$ cat config.mk
export PLATFORM = sky130hd
export DESIGN_NAME = adc_out_fmt
export DESIGN_NICKNAME = d
export VERILOG_FILES = /design/src/rtl/adc_fmt_pkg.sv /design/src/rtl/adc_fmt_capture.sv /design/src/rtl/adc_fmt_coder.sv /design/src/rtl/adc_fmt_testgen.sv /design/src/rtl/adc_out_fmt.sv
export SDC_FILE = /design/constraint.sdc
export NUM_CORES = 1
export LEC_CHECK = 0
export ABC_AREA = 0
export ABC_CLOCK_PERIOD_IN_PS = 2700
export BUFFER_PORTS_ARGS = -buffer_cell sky130_fd_sc_hd__buf_2
export CAP_MARGIN = 10
export CORE_UTILIZATION = 49
export DETAILED_ROUTE_END_ITERATION = 16
export GPL_ROUTABILITY_DRIVEN = 0
export PLACE_DENSITY = 0.85
export SLEW_MARGIN = 20
export SYNTH_ARGS = -nofsm -noshare
export SYNTH_HDL_FRONTEND = slang
export SYNTH_HIERARCHICAL = 1
export SYNTH_SLANG_ARGS = --single-unit
$ cat constraint.sdc
create_clock -name clk -period 2.7 [get_ports clk]
set_input_delay 0.675 -clock clk [delete_from_list [all_inputs] [get_ports clk]]
set_output_delay 0.675 -clock clk [all_outputs]
set_load 0.01 [all_outputs]
$ cat src/rtl/adc_fmt_pkg.sv
package adc_fmt_pkg;
    parameter int unsigned CODE_W = 6;
    localparam int unsigned WORD_W = CODE_W + 1;
    localparam int unsigned LOW_W  = CODE_W - 1;

    typedef struct packed {
        logic              ovf;
        logic [CODE_W-1:0] code;
    } sample_t;

    typedef struct packed {
        logic [WORD_W-1:0] word;
        logic              rdy;
        logic              rdy_n;
    } out_state_t;

    typedef struct packed {
        logic active;
        logic next_p2;
    } test_state_t;

    // first pattern has ones on even bit positions (MSB of a 7-bit word is even)
    function automatic logic [WORD_W-1:0] alt_pattern(input logic second);
        logic [WORD_W-1:0] p;
        for (int i = 0; i < int'(WORD_W); i++) begin
            p[i] = ((i % 2) == 0) ^ second;
        end
        return p;
    endfunction
endpackage

$ cat src/rtl/adc_fmt_capture.sv
module adc_fmt_capture
    import adc_fmt_pkg::*;
(
    input  logic    clk,
    input  logic    rst,
    input  sample_t samp_i,
    output sample_t samp_o
);
    sample_t samp_d, samp_q;

    always_comb begin
        samp_d = samp_q;
        if (rst) samp_d = '0;
        else     samp_d = samp_i;
    end

    always_ff @(posedge clk) begin
        samp_q <= samp_d;
    end

    assign samp_o = samp_q;

    // capture keeps running regardless of any test mode
    p_capture_runs_r10: assert property (@(posedge clk) disable iff (rst)
        1 |=> samp_q == $past(samp_i));
endmodule

$ cat src/rtl/adc_fmt_coder.sv
module adc_fmt_coder
    import adc_fmt_pkg::*;
(
    input  sample_t           samp_i,
    input  logic              msb_inv_i,
    input  logic              lsb_inv_i,
    output logic [WORD_W-1:0] word_o
);
    logic              top_bit;
    logic [LOW_W-1:0]  low_bits;

    always_comb begin
        top_bit  = samp_i.code[CODE_W-1] ^ msb_inv_i;
        low_bits = samp_i.code[LOW_W-1:0] ^ {LOW_W{lsb_inv_i}};
        word_o   = {samp_i.ovf, top_bit, low_bits};
    end
endmodule

$ cat src/rtl/adc_fmt_testgen.sv
module adc_fmt_testgen
    import adc_fmt_pkg::*;
(
    input  logic              clk,
    input  logic              rst,
    input  logic              test_i,
    output logic [WORD_W-1:0] pattern_o
);
    test_state_t st_d, st_q;

    always_comb begin
        st_d      = st_q;
        pattern_o = alt_pattern(1'b0);
        if (rst) begin
            st_d = '0;
        end else begin
            st_d.active = test_i;
            if (test_i && !st_q.active) begin
                pattern_o    = alt_pattern(1'b0);
                st_d.next_p2 = 1'b1;
            end else if (test_i) begin
                pattern_o    = alt_pattern(st_q.next_p2);
                st_d.next_p2 = !st_q.next_p2;
            end else begin
                st_d.next_p2 = 1'b0;
            end
        end
    end

    always_ff @(posedge clk) begin
        st_q <= st_d;
    end

    // every entry leaves the phase pointing at the second pattern
    p_phase_restart_r12: assert property (@(posedge clk) disable iff (rst)
        (test_i && !st_q.active) |=> st_q.next_p2);
endmodule

$ cat src/rtl/adc_out_fmt.sv
module adc_out_fmt
    import adc_fmt_pkg::*;
(
    input  logic              clk,
    input  logic              rst,
    input  logic [CODE_W-1:0] code_i,
    input  logic              ovf_i,
    input  logic              msb_inv_i,
    input  logic              lsb_inv_i,
    input  logic              test_i,
    output logic [WORD_W-1:0] data_o,
    output logic              dready_o,
    output logic              dready_n_o
);
    sample_t           raw_s, held_s;
    logic [WORD_W-1:0] coded_w, pat_w;
    logic              test_seen_q;
    out_state_t        out_d, out_q;

    assign raw_s = '{ovf: ovf_i, code: code_i};

    adc_fmt_capture i_capture (
        .clk    (clk),
        .rst    (rst),
        .samp_i (raw_s),
        .samp_o (held_s)
    );

    adc_fmt_coder i_coder (
        .samp_i    (held_s),
        .msb_inv_i (msb_inv_i),
        .lsb_inv_i (lsb_inv_i),
        .word_o    (coded_w)
    );

    adc_fmt_testgen i_testgen (
        .clk       (clk),
        .rst       (rst),
        .test_i    (test_i),
        .pattern_o (pat_w)
    );

    always_comb begin
        out_d = out_q;
        if (rst) begin
            out_d = '{word: '0, rdy: 1'b0, rdy_n: 1'b1};
        end else begin
            out_d.word  = test_i ? pat_w : coded_w;
            out_d.rdy   = !out_q.rdy;
            out_d.rdy_n = out_q.rdy;
        end
    end

    always_ff @(posedge clk) begin
        out_q       <= out_d;
        test_seen_q <= rst ? 1'b0 : test_i;
    end

    assign data_o     = out_q.word;
    assign dready_o   = out_q.rdy;
    assign dready_n_o = out_q.rdy_n;

    p_reset_state_r1: assert property (@(posedge clk)
        rst |=> (data_o == '0 && !dready_o && dready_n_o));

    p_ready_toggle_r11: assert property (@(posedge clk) disable iff (rst)
        1 |=> dready_o != $past(dready_o));

    p_ready_compl_r11: assert property (@(posedge clk) disable iff (rst)
        1 |=> dready_n_o == !dready_o);

    p_entry_pat1_r8: assert property (@(posedge clk) disable iff (rst)
        (test_i && !test_seen_q) |=> data_o == alt_pattern(1'b0));

    p_alternate_r9: assert property (@(posedge clk) disable iff (rst)
        (test_i && test_seen_q) |=> data_o == ~$past(data_o));

    p_normal_data_r10: assert property (@(posedge clk) disable iff (rst)
        !test_i |=> data_o == $past(coded_w));

    p_ovf_pass_r7: assert property (@(posedge clk) disable iff (rst)
        !test_i |=> data_o[WORD_W-1] == $past(held_s.ovf));
endmodule

* After elaboration in Yosys (flattened, before gate mapping)
Index checks and enable logic that the tools add are counted.
** Storage, ports and cells
- Register bits after elaboration :: 18
- Latch bits :: 0
- RAM bits :: 0
- ROM bits :: 0
- Input bits :: 12
- Word-level logic and storage cells :: 18
- Memories kept :: 0
** Operators by class
- Add/sub/neg operators :: 0
- Multipliers :: 0
- Divide/modulo/power cells :: 0
- Order comparisons :: 0
- Equal/unequal tests :: 0
- Shift operators :: 0
- Mux-type cells :: 4
- Bitwise logic cells :: 3
- Reduce and logical (&&, ||, !) cells :: 4
** Operator list (count)
- 7-bit 2-to-1 mux :: 2
- 5-bit XOR :: 1
- 1-bit zero test :: 3
- 1-bit 2-to-1 mux :: 2
- 1-bit logical AND :: 1
- 1-bit inverter :: 1
- 1-bit XOR :: 1

* Depth between registers and ports, before layout
Gate-level depths: netlist (run 1).
- Word-level depth :: 4
- Mapped depth :: 5
- Depth with buffers taken out :: 4

* Cells and area by module
Netlist (run 1), hierarchy kept.
** By module, submodules not included
- adc_out_fmt :: instances 1, cells each 27, area an instance 300.3 um2
- adc_fmt_capture :: instances 1, cells each 14, area an instance 183.9 um2
- adc_fmt_testgen :: instances 1, cells each 11, area an instance 113.9 um2
- adc_fmt_coder :: instances 1, cells each 9, area an instance 78.8 um2

* Worst setup path after synthesis (run 1)
Ideal clock, no wire load.
- Kind :: in2reg
- Start point :: input port test_i
- End point :: register out_q, in the netlist data_o[3]
- Setup time :: 0.115 ns
- Arrival :: 1.252 ns
- Path slack :: 1.332 ns
- Stages on the path :: 5
- Cell sequence :: nor2b_4 and3_1 buf_4 mux2i_1 nor2_1
** Between the ends
- Cells in the longest elaborated chain, start to end :: 3
** RTL lines
- start: declaration :: RTL line adc_out_fmt.sv:10 : input logic test_i,
- 1-bit logical AND :: RTL line adc_fmt_testgen.sv:18 : if (test_i && !st_q.active) begin
- 7-bit 2-to-1 mux :: RTL line adc_fmt_testgen.sv:18
- via pat_w[3] :: RTL line adc_out_fmt.sv:16 : logic [WORD_W-1:0] coded_w, pat_w;
- 7-bit 2-to-1 mux :: RTL line adc_out_fmt.sv:48 : out_d.word = test_i ? pat_w : coded_w;
- end signal: assignment :: RTL line adc_out_fmt.sv:55 : out_q <= out_d;
- end: declaration :: RTL line adc_out_fmt.sv:18 : out_state_t out_d, out_q;
The timed path passes the listed nets, and every way through them passes these cells.
A chain may end at the register's enable or synchronous reset.

* Worst setup path in the final report (run 1)
- Start point :: register out_q, in the netlist dready_o
- End point :: output port dready_o
** RTL lines
- end: declaration :: RTL line adc_out_fmt.sv:12 : output logic dready_o,
No word-level cell between the ends.

==> results of run 1 <==
[layout make-up]
class                      count  area, µm²
fill                         121      533.0
sequential                    18      360.3
multi-input combinational     32      232.7
timing repair buffer          20      100.1
clock buffer                   4      36.28
tap                           15      18.77
inverter                       1      3.754
[cells in the final DEF, fill, tap and decap left out]
cell type,n
sky130_fd_sc_hd__buf_2,20
sky130_fd_sc_hd__dfxtp_1,18
sky130_fd_sc_hd__nor2_1,8
sky130_fd_sc_hd__mux2i_1,7
sky130_fd_sc_hd__nor2b_1,7
sky130_fd_sc_hd__xor2_1,6
sky130_fd_sc_hd__clkbuf_4,3
sky130_fd_sc_hd__inv_1,1
sky130_fd_sc_hd__clkbuf_8,1
sky130_fd_sc_hd__nor2b_4,1
sky130_fd_sc_hd__nand3_1,1
sky130_fd_sc_hd__and3_1,1
sky130_fd_sc_hd__a21boi_2,1
[through the flow]
step / util (%) / setup slack, ps / power [W] / cells
6_report: 58.52 / 1280 / 0.0004957 / 90
3_3_place_gp: 55.70 / 1137 / 0.0003433 / 86
2_1_floorplan: - / 1332 / 0.0003316 / 61
4_1_cts: 58.52 / 1258 / 0.0005052 / 90
5_1_grt: 58.52 / 1227 / 0.0005277 / 90
3_5_place_dp: 55.70 / 1113 / 0.0003453 / 86
[power by group]
| group | internal (W) | switching (W) | leakage (nW) |
|---|---|---|---|
| sequential | 0.000282 | 0.00000514 | 0.150 |
| clock | 0.0000821 | 0.0000760 | 0.0210 |
| combinational | 0.0000262 | 0.0000244 | 0.207 |
[registers in the layout (all words and copies together) (netlist names)]
register          flops
i_testgen/st_q        2
dready_n_o            1
i_capture/samp_o      7
data_o                7
dready_o              1
[logic make-up (layout without fill, tap and decap cells)]
group / after synthesis / in the layout / share of synthesized area (%)
multiplexers: 7 / 7 / 10.35
AO/OA/AOI/OAI: 1 / 1 / 1.663
AND/OR/NAND/NOR: 18 / 18 / 14.60
XOR/XNOR: 6 / 6 / 7.763
buffers and inverters: 11 / 25 / 12.38
flip-flops: 18 / 18 / 53.24
[final timing paths]
path	slack, ps	depth (start not counted)	from	endpoint
max	1280	1	dready_o	dready_o
min	430	1	dready_o	dready_o
max reg2reg	1850	3	i_testgen/st_q[1]	data_o[0]
min reg2reg	430	1	dready_o	dready_o
[per-layer routing]
layer  wire length (µm)  vias to the layer above  part of all wire (%)
met5                  0                        -                     0
met4                  0                        0                     0
met3                 43                        0                   5.8
met2                384                       18                    52
met1                308                      162                    42
li1                   -                      211                     -
==> impl_summary.txt, run 1 <==
----------------------------------------------------
[Timing]
  Setup repair after global routing missed its margin ... no
  Normalized max-slew margin ... 80.87%
  Number of failing hold endpoints at the final stage ... 0
  Post-layout min period ... between 1000 and 1500 ps
  Setup Skew ... 2.108 ps
  Measured slew at the worst slew-check pin ... 287.0 ps
  Final Max Slew Viols ... 0
  Fin Hold WS ... ~430 ps
  Fmax achieved ... around 0.70 GHz
  Setup tns final ... 0 ps
  Share of the clock period used by the worst path ... 52.59%
  Total of endpoints with negative setup slack in the final report ... 0

[Global routing]
  Number of antenna violations at the first check in global routing ... 0
  Wire length of the first global-routing pass ... 1248 µm
  Global Route met3 Usage ... between 3 and 4%
  Maximum number of pins on one net before global-route repair ... 17
  Total congestion overflow ... 0
  Met1 global-route usage ... 14.23%
  Layer with the highest usage ... met2
  Via count of the first global-routing pass ... between 300 and 400
  Met2 Usage GRT ... approximately a fifth
  Gr usage total ... roughly 13%

[Synthesis]
  Number of different library cells in the post-synthesis netlist ... 13
  Net count after synthesis ... between 70 and 80
  Warnings, synthesis ... 6
  Sequential-to-total area share from yosys stat ... 53.23%
  Mapped cell area ... roughly 680 µm²
  Cell type contributing the most total cell area after synthesis ... sky130_fd_sc_hd__dfxtp_1
  Mean area per synthesized cell ... ~11 µm²
  Most frequent cell after synthesis ... sky130_fd_sc_hd__dfxtp_1
  Synthesis-stage register bit count ... 18
  Count of flip-flops with a built-in enable after synthesis ... 0
  Primary FF master, synth ... sky130_fd_sc_hd__dfxtp_1
  Largest cells by area after synthesis ... sky130_fd_sc_hd__dfxtp_1 53%, sky130_fd_sc_hd__mux2i_1 10%, sky130_fd_sc_hd__buf_4 7.8%, sky130_fd_sc_hd__xor2_1 7.8%, sky130_fd_sc_hd__nor2b_1 6.5%
  Proportion of register bits with asynchronous set or reset after synthesis ... 0%
  Area fraction of the dominant cell type after synthesis ... 53.23%
  Synthesized netlist cell count ... between 60 and 70
  Commonest cells in the netlist ... 18 x sky130_fd_sc_hd__dfxtp_1, 8 x sky130_fd_sc_hd__nor2_1, 7 x sky130_fd_sc_hd__buf_4, 7 x sky130_fd_sc_hd__mux2i_1, 7 x sky130_fd_sc_hd__nor2b_1

[Clocking]
  Clock root buffer master ... sky130_fd_sc_hd__clkbuf_4
  Clock Latency Late Sink ... 280 ps
  Number of buffers on the longest clock path ... 2
  Hold-fix buffers, CTS ... 0
  Sinks on Clock Net ... 18
  Number of post-CTS setup repair buffers ... 0
  Number of H-tree branching levels ... 1
  Clock tree from TritonCTS ... done
  Resized Gates After CTS ... 0
  Clock transition at the registers of the reported paths ... roughly 90 ps
  Number of buffers added by the clock tree synthesis step ... 3

[Placement]
  Placed cell area ... about 720 µm²
  Number of port buffers ... 20

[Worst setup path]
  Critical path's slowest cell ... sky130_fd_sc_hd__dfxtp_1
  Buffers & Inverters on Critical Path ... 1
  Req. time, crit path ... between 2000 and 2500 ps
  Startpoint type of the worst setup path ... flop
  Maximum fanout count along the critical path ... 2
  Classification of the worst setup path ... reg -> out
  Crit path DAT ... 740 ps
  Worst-path cell chain ... buf_2
  Critical Path Sink Type ... output pin
  Delay-heaviest family, CP ... flip-flops
  Highest cell delay on the worst timing path ... around 340 ps

[Cells and area]
  Area Overhead vs Synth ... 11.09%
  Antenna diode count ... 0
  Post-Layout Inst Area ... about 750 µm²
  Number of nets in the layout ... roughly 90
  Layout cells sized above 1 ... 34.67%

[Routing]
  Post-detailed-route via-to-cell ratio ... about 4.3
  Detail Route Antenna Nets ... 0
  Iter 0 DRT Violations ... 2
  Number of vias in the routed layout ... between 300 and 400
  Total wirelength of the detailed-routed design ... roughly 740 µm
  Number of detailed-route iterations in the first pass ... 2
  DRC violations left ... 0
  Routed length per instance ... between 8 and 9 µm

[Floorplanning]
  DIE HEIGHT ... 39.17 µm
  Row count ... 13
  Std-Cell Core Area ... about 1300 µm²
  Die footprint ... roughly 1500 µm²
  Die width ... approximately 40 µm
  Initial Util ... around 53%
  Top Ports ... 21

[Power]
  Standby leakage power ... between 0.3 and 0.4 nW
  VDD IR max ... about 0.33 mV
  Power per Cell Area ... around 660 nW/µm²

[Outcome]
  Status ... completed

[Flow run]
  Number of maximum-capacitance constraint violations ... 0

[Hold path]
  Hold Path Class ... reg -> reg

----------------------------------------------------
(Power assumes the default switching activity.)
==> run 2: changes to the inputs <==
Settings changed: ABC_CLOCK_PERIOD_IN_PS 2700 to 1200, CORE_UTILIZATION 49 to 42, PLACE_DENSITY 0.85 to 0.78.
Clock period 2.7 ns to 1.2 ns, I/O delays scaled along.
==> impl_summary.txt, run 2 (synthesis results as in run 1) <==
----------------------------------------------------
[Outcome]
  Status ... completed

[Cells and area]
  Most common cell after layout, fill and taps aside ... sky130_fd_sc_hd__buf_2
  Area Overhead vs Synth ... 11.46%
  Number of nets in the layout ... 90 (+2.3%)
  Most used cells in the layout excluding fill and tap cells ... 20 x sky130_fd_sc_hd__buf_2, 18 x sky130_fd_sc_hd__dfxtp_1, 8 x sky130_fd_sc_hd__nor2_1
  Layout cells sized above 1 ... 35.53% (+0.86 points)
  Antenna diode count ... 0 (unchanged)

[Clocking]
  Number of buffers added by the clock tree synthesis step ... 3 (unchanged)
  Resized Gates After CTS ... 0 (unchanged)
  Clock root buffer master ... sky130_fd_sc_hd__clkbuf_4
  Number of buffers on the longest clock path ... 2 (unchanged)
  Hold-fix buffers, CTS ... 0 (unchanged)
  Clock transition at the registers of the reported paths ... 90 ps (about the same)
  Clock tree from TritonCTS ... done
  Sinks on Clock Net ... 18 (unchanged)
  Clock Latency Late Sink ... 280 ps (about the same)
  Number of post-CTS setup repair buffers ... 0 (unchanged)
  Number of H-tree branching levels ... 1 (unchanged)

[Floorplanning]
  Die footprint ... 1776 µm² (+16%)
  Die width ... 42.15 µm (+7.6%)
  Initial Util ... 44.93% (-7.7 points)
  Std-Cell Core Area ... 1506 µm² (+17%)
  DIE HEIGHT ... 42.15 µm (+7.6%)
  Row count ... 14 (+1)
  Top Ports ... 21 (unchanged)

[Global routing]
  Total congestion overflow ... 0 (unchanged)
  Maximum number of pins on one net before global-route repair ... 16 (-1)
  Via count of the first global-routing pass ... 351 (+16%)
  Number of antenna violations at the first check in global routing ... 0 (unchanged)
  Wire length of the first global-routing pass ... 1421 µm (+14%)
  Gr usage total ... 11.02% (-1.6 points)

[Worst setup path]
  Buffers & Inverters on Critical Path ... 1 (unchanged)
  Highest cell delay on the worst timing path ... 330 ps (about the same)
  Maximum fanout count along the critical path ... 2 (unchanged)
  Startpoint type of the worst setup path ... flop
  Classification of the worst setup path ... reg -> out
  Delay-heaviest family, CP ... flip-flops
  Critical Path Sink Type ... output pin
  Crit path DAT ... 730 ps (about the same)
  Critical path's slowest cell ... sky130_fd_sc_hd__dfxtp_1
  Worst-path cell chain ... buf_2
  Req. time, crit path ... 900 ps (-1130 ps)

[Power]
  Standby leakage power ... 0.3804 nW (+0.64%)
  VDD IR max ... 0.6351 mV (+92%)
  Fraction of power consumed by sequential logic ... 61.9% (+4.0 points)
  Proportion of power drawn by the clock network ... 26.5% (-5.4 points)
  Switching power summed over all nets ... 0.0002305 W (+120%)
  Combinational group share of total power ... 11.6% (+1.4 points)
  Switch share ... 22.08% (+0.78 points)
  Power, Total ... 0.001044 W (+110%)
  Power Internal ... 0.0008137 W (+110%)
  Power per Cell Area ... 1384 nW/µm² (+110%)

[Timing]
  Setup Skew ... 3.351 ps (+1.243 ps)
  Total of endpoints with negative setup slack in the final report ... 0 (unchanged)
  Fmax achieved ... just under 1 GHz
  Final Max Slew Viols ... 0 (unchanged)
  Setup repair after global routing missed its margin ... no
  Measured slew at the worst slew-check pin ... 159.7 ps (-127.3 ps)
  Share of the clock period used by the worst path ... 85.78%
  Setup tns final ... 0 ps (unchanged)
  Post-layout min period ... 1029 ps
  Normalized max-slew margin ... 89.05% (+8.2 points)
  Number of failing hold endpoints at the final stage ... 0 (unchanged)

[Placement]
  Detailed-placement wirelength estimate ... between 600 and 700 µm
  Number of port buffers ... 20 (unchanged)

[Flow run]
  Number of maximum-capacitance constraint violations ... 0 (unchanged)

[Routing]
  Post-detailed-route via-to-cell ratio ... 4.402 (+1.3%)
  DRC violations left ... 0 (unchanged)
  Number of detailed-route iterations in the first pass ... 2 (unchanged)
  Iter 0 DRT Violations ... 2 (unchanged)
  Number of vias in the routed layout ... 405 (+3.6%)
  Routed length per instance ... 9.652 µm (+18%)
  Detail Route Antenna Nets ... 0 (unchanged)
  Total wirelength of the detailed-routed design ... 888 µm (+21%)

[Hold path]
  Hold Path Class ... in -> reg

----------------------------------------------------
==> run 2: per-stage QoR <==
stage	area (µm²)	util (%)	hold WS, ps	setup slack, ps	std cells
after global routing	754.5	50.08	217.4	119.4	92
final	754.5	50.08	222.3	170.6	92
after CTS	754.5	50.08	216.6	158.9	92
after global placement	732.0	48.59	407.5	171.4	89
after detailed placement	732.0	48.59	412.0	134.8	89
after floorplan	676.9	-	371.6	207.5	61
==> run 2: worst paths after layout <==
check                             end               from  cells after the start  slack, ps
setup reg to reg            data_o[2]  i_testgen/st_q[1]                      3        320
hold reg to reg              dready_o           dready_o                      1        420
hold / removal    i_capture/samp_o[1]          code_i[1]                      2        220
setup / recovery             dready_o           dready_o                      1        170
==> run 2: routing by layer <==
layer / GRT usage [%] / routed length (µm)
met1: 10.96 / 334
met2: 19.06 / 487
met3: 3.879 / 50
met4: 7.500 / 15
met5: 0 / 0
==> run 2: power groups by stage <==
stage,logic (W),clock network [W],registers [W]
6_report,0.000121,0.000276,0.000646
5_1_grt,0.000134,0.000311,0.000650
3_3_place_gp,0.000119,0,0.000659
2_1_floorplan,0.0000744,0,0.000672
3_5_place_dp,0.000122,0,0.000661
4_1_cts,0.000123,0.000288,0.000647
==> run 2: worst reg2reg max path, delay by kind of cell (launching register included) <==
family	cells	cell delay, ps
DFF	1	390
muxes	1	170
and+or+nand+nor	2	210
==> run 2: area by class of cell <==
class	instances	area (µm²)
Fill cell	145	752.0
Sequential cell	18	360.3
Multi-Input combinational cell	32	232.7
Timing Repair Buffer	22	115.1
Clock buffer	3	22.52
Tap cell	16	20.02
Inverter	1	3.754
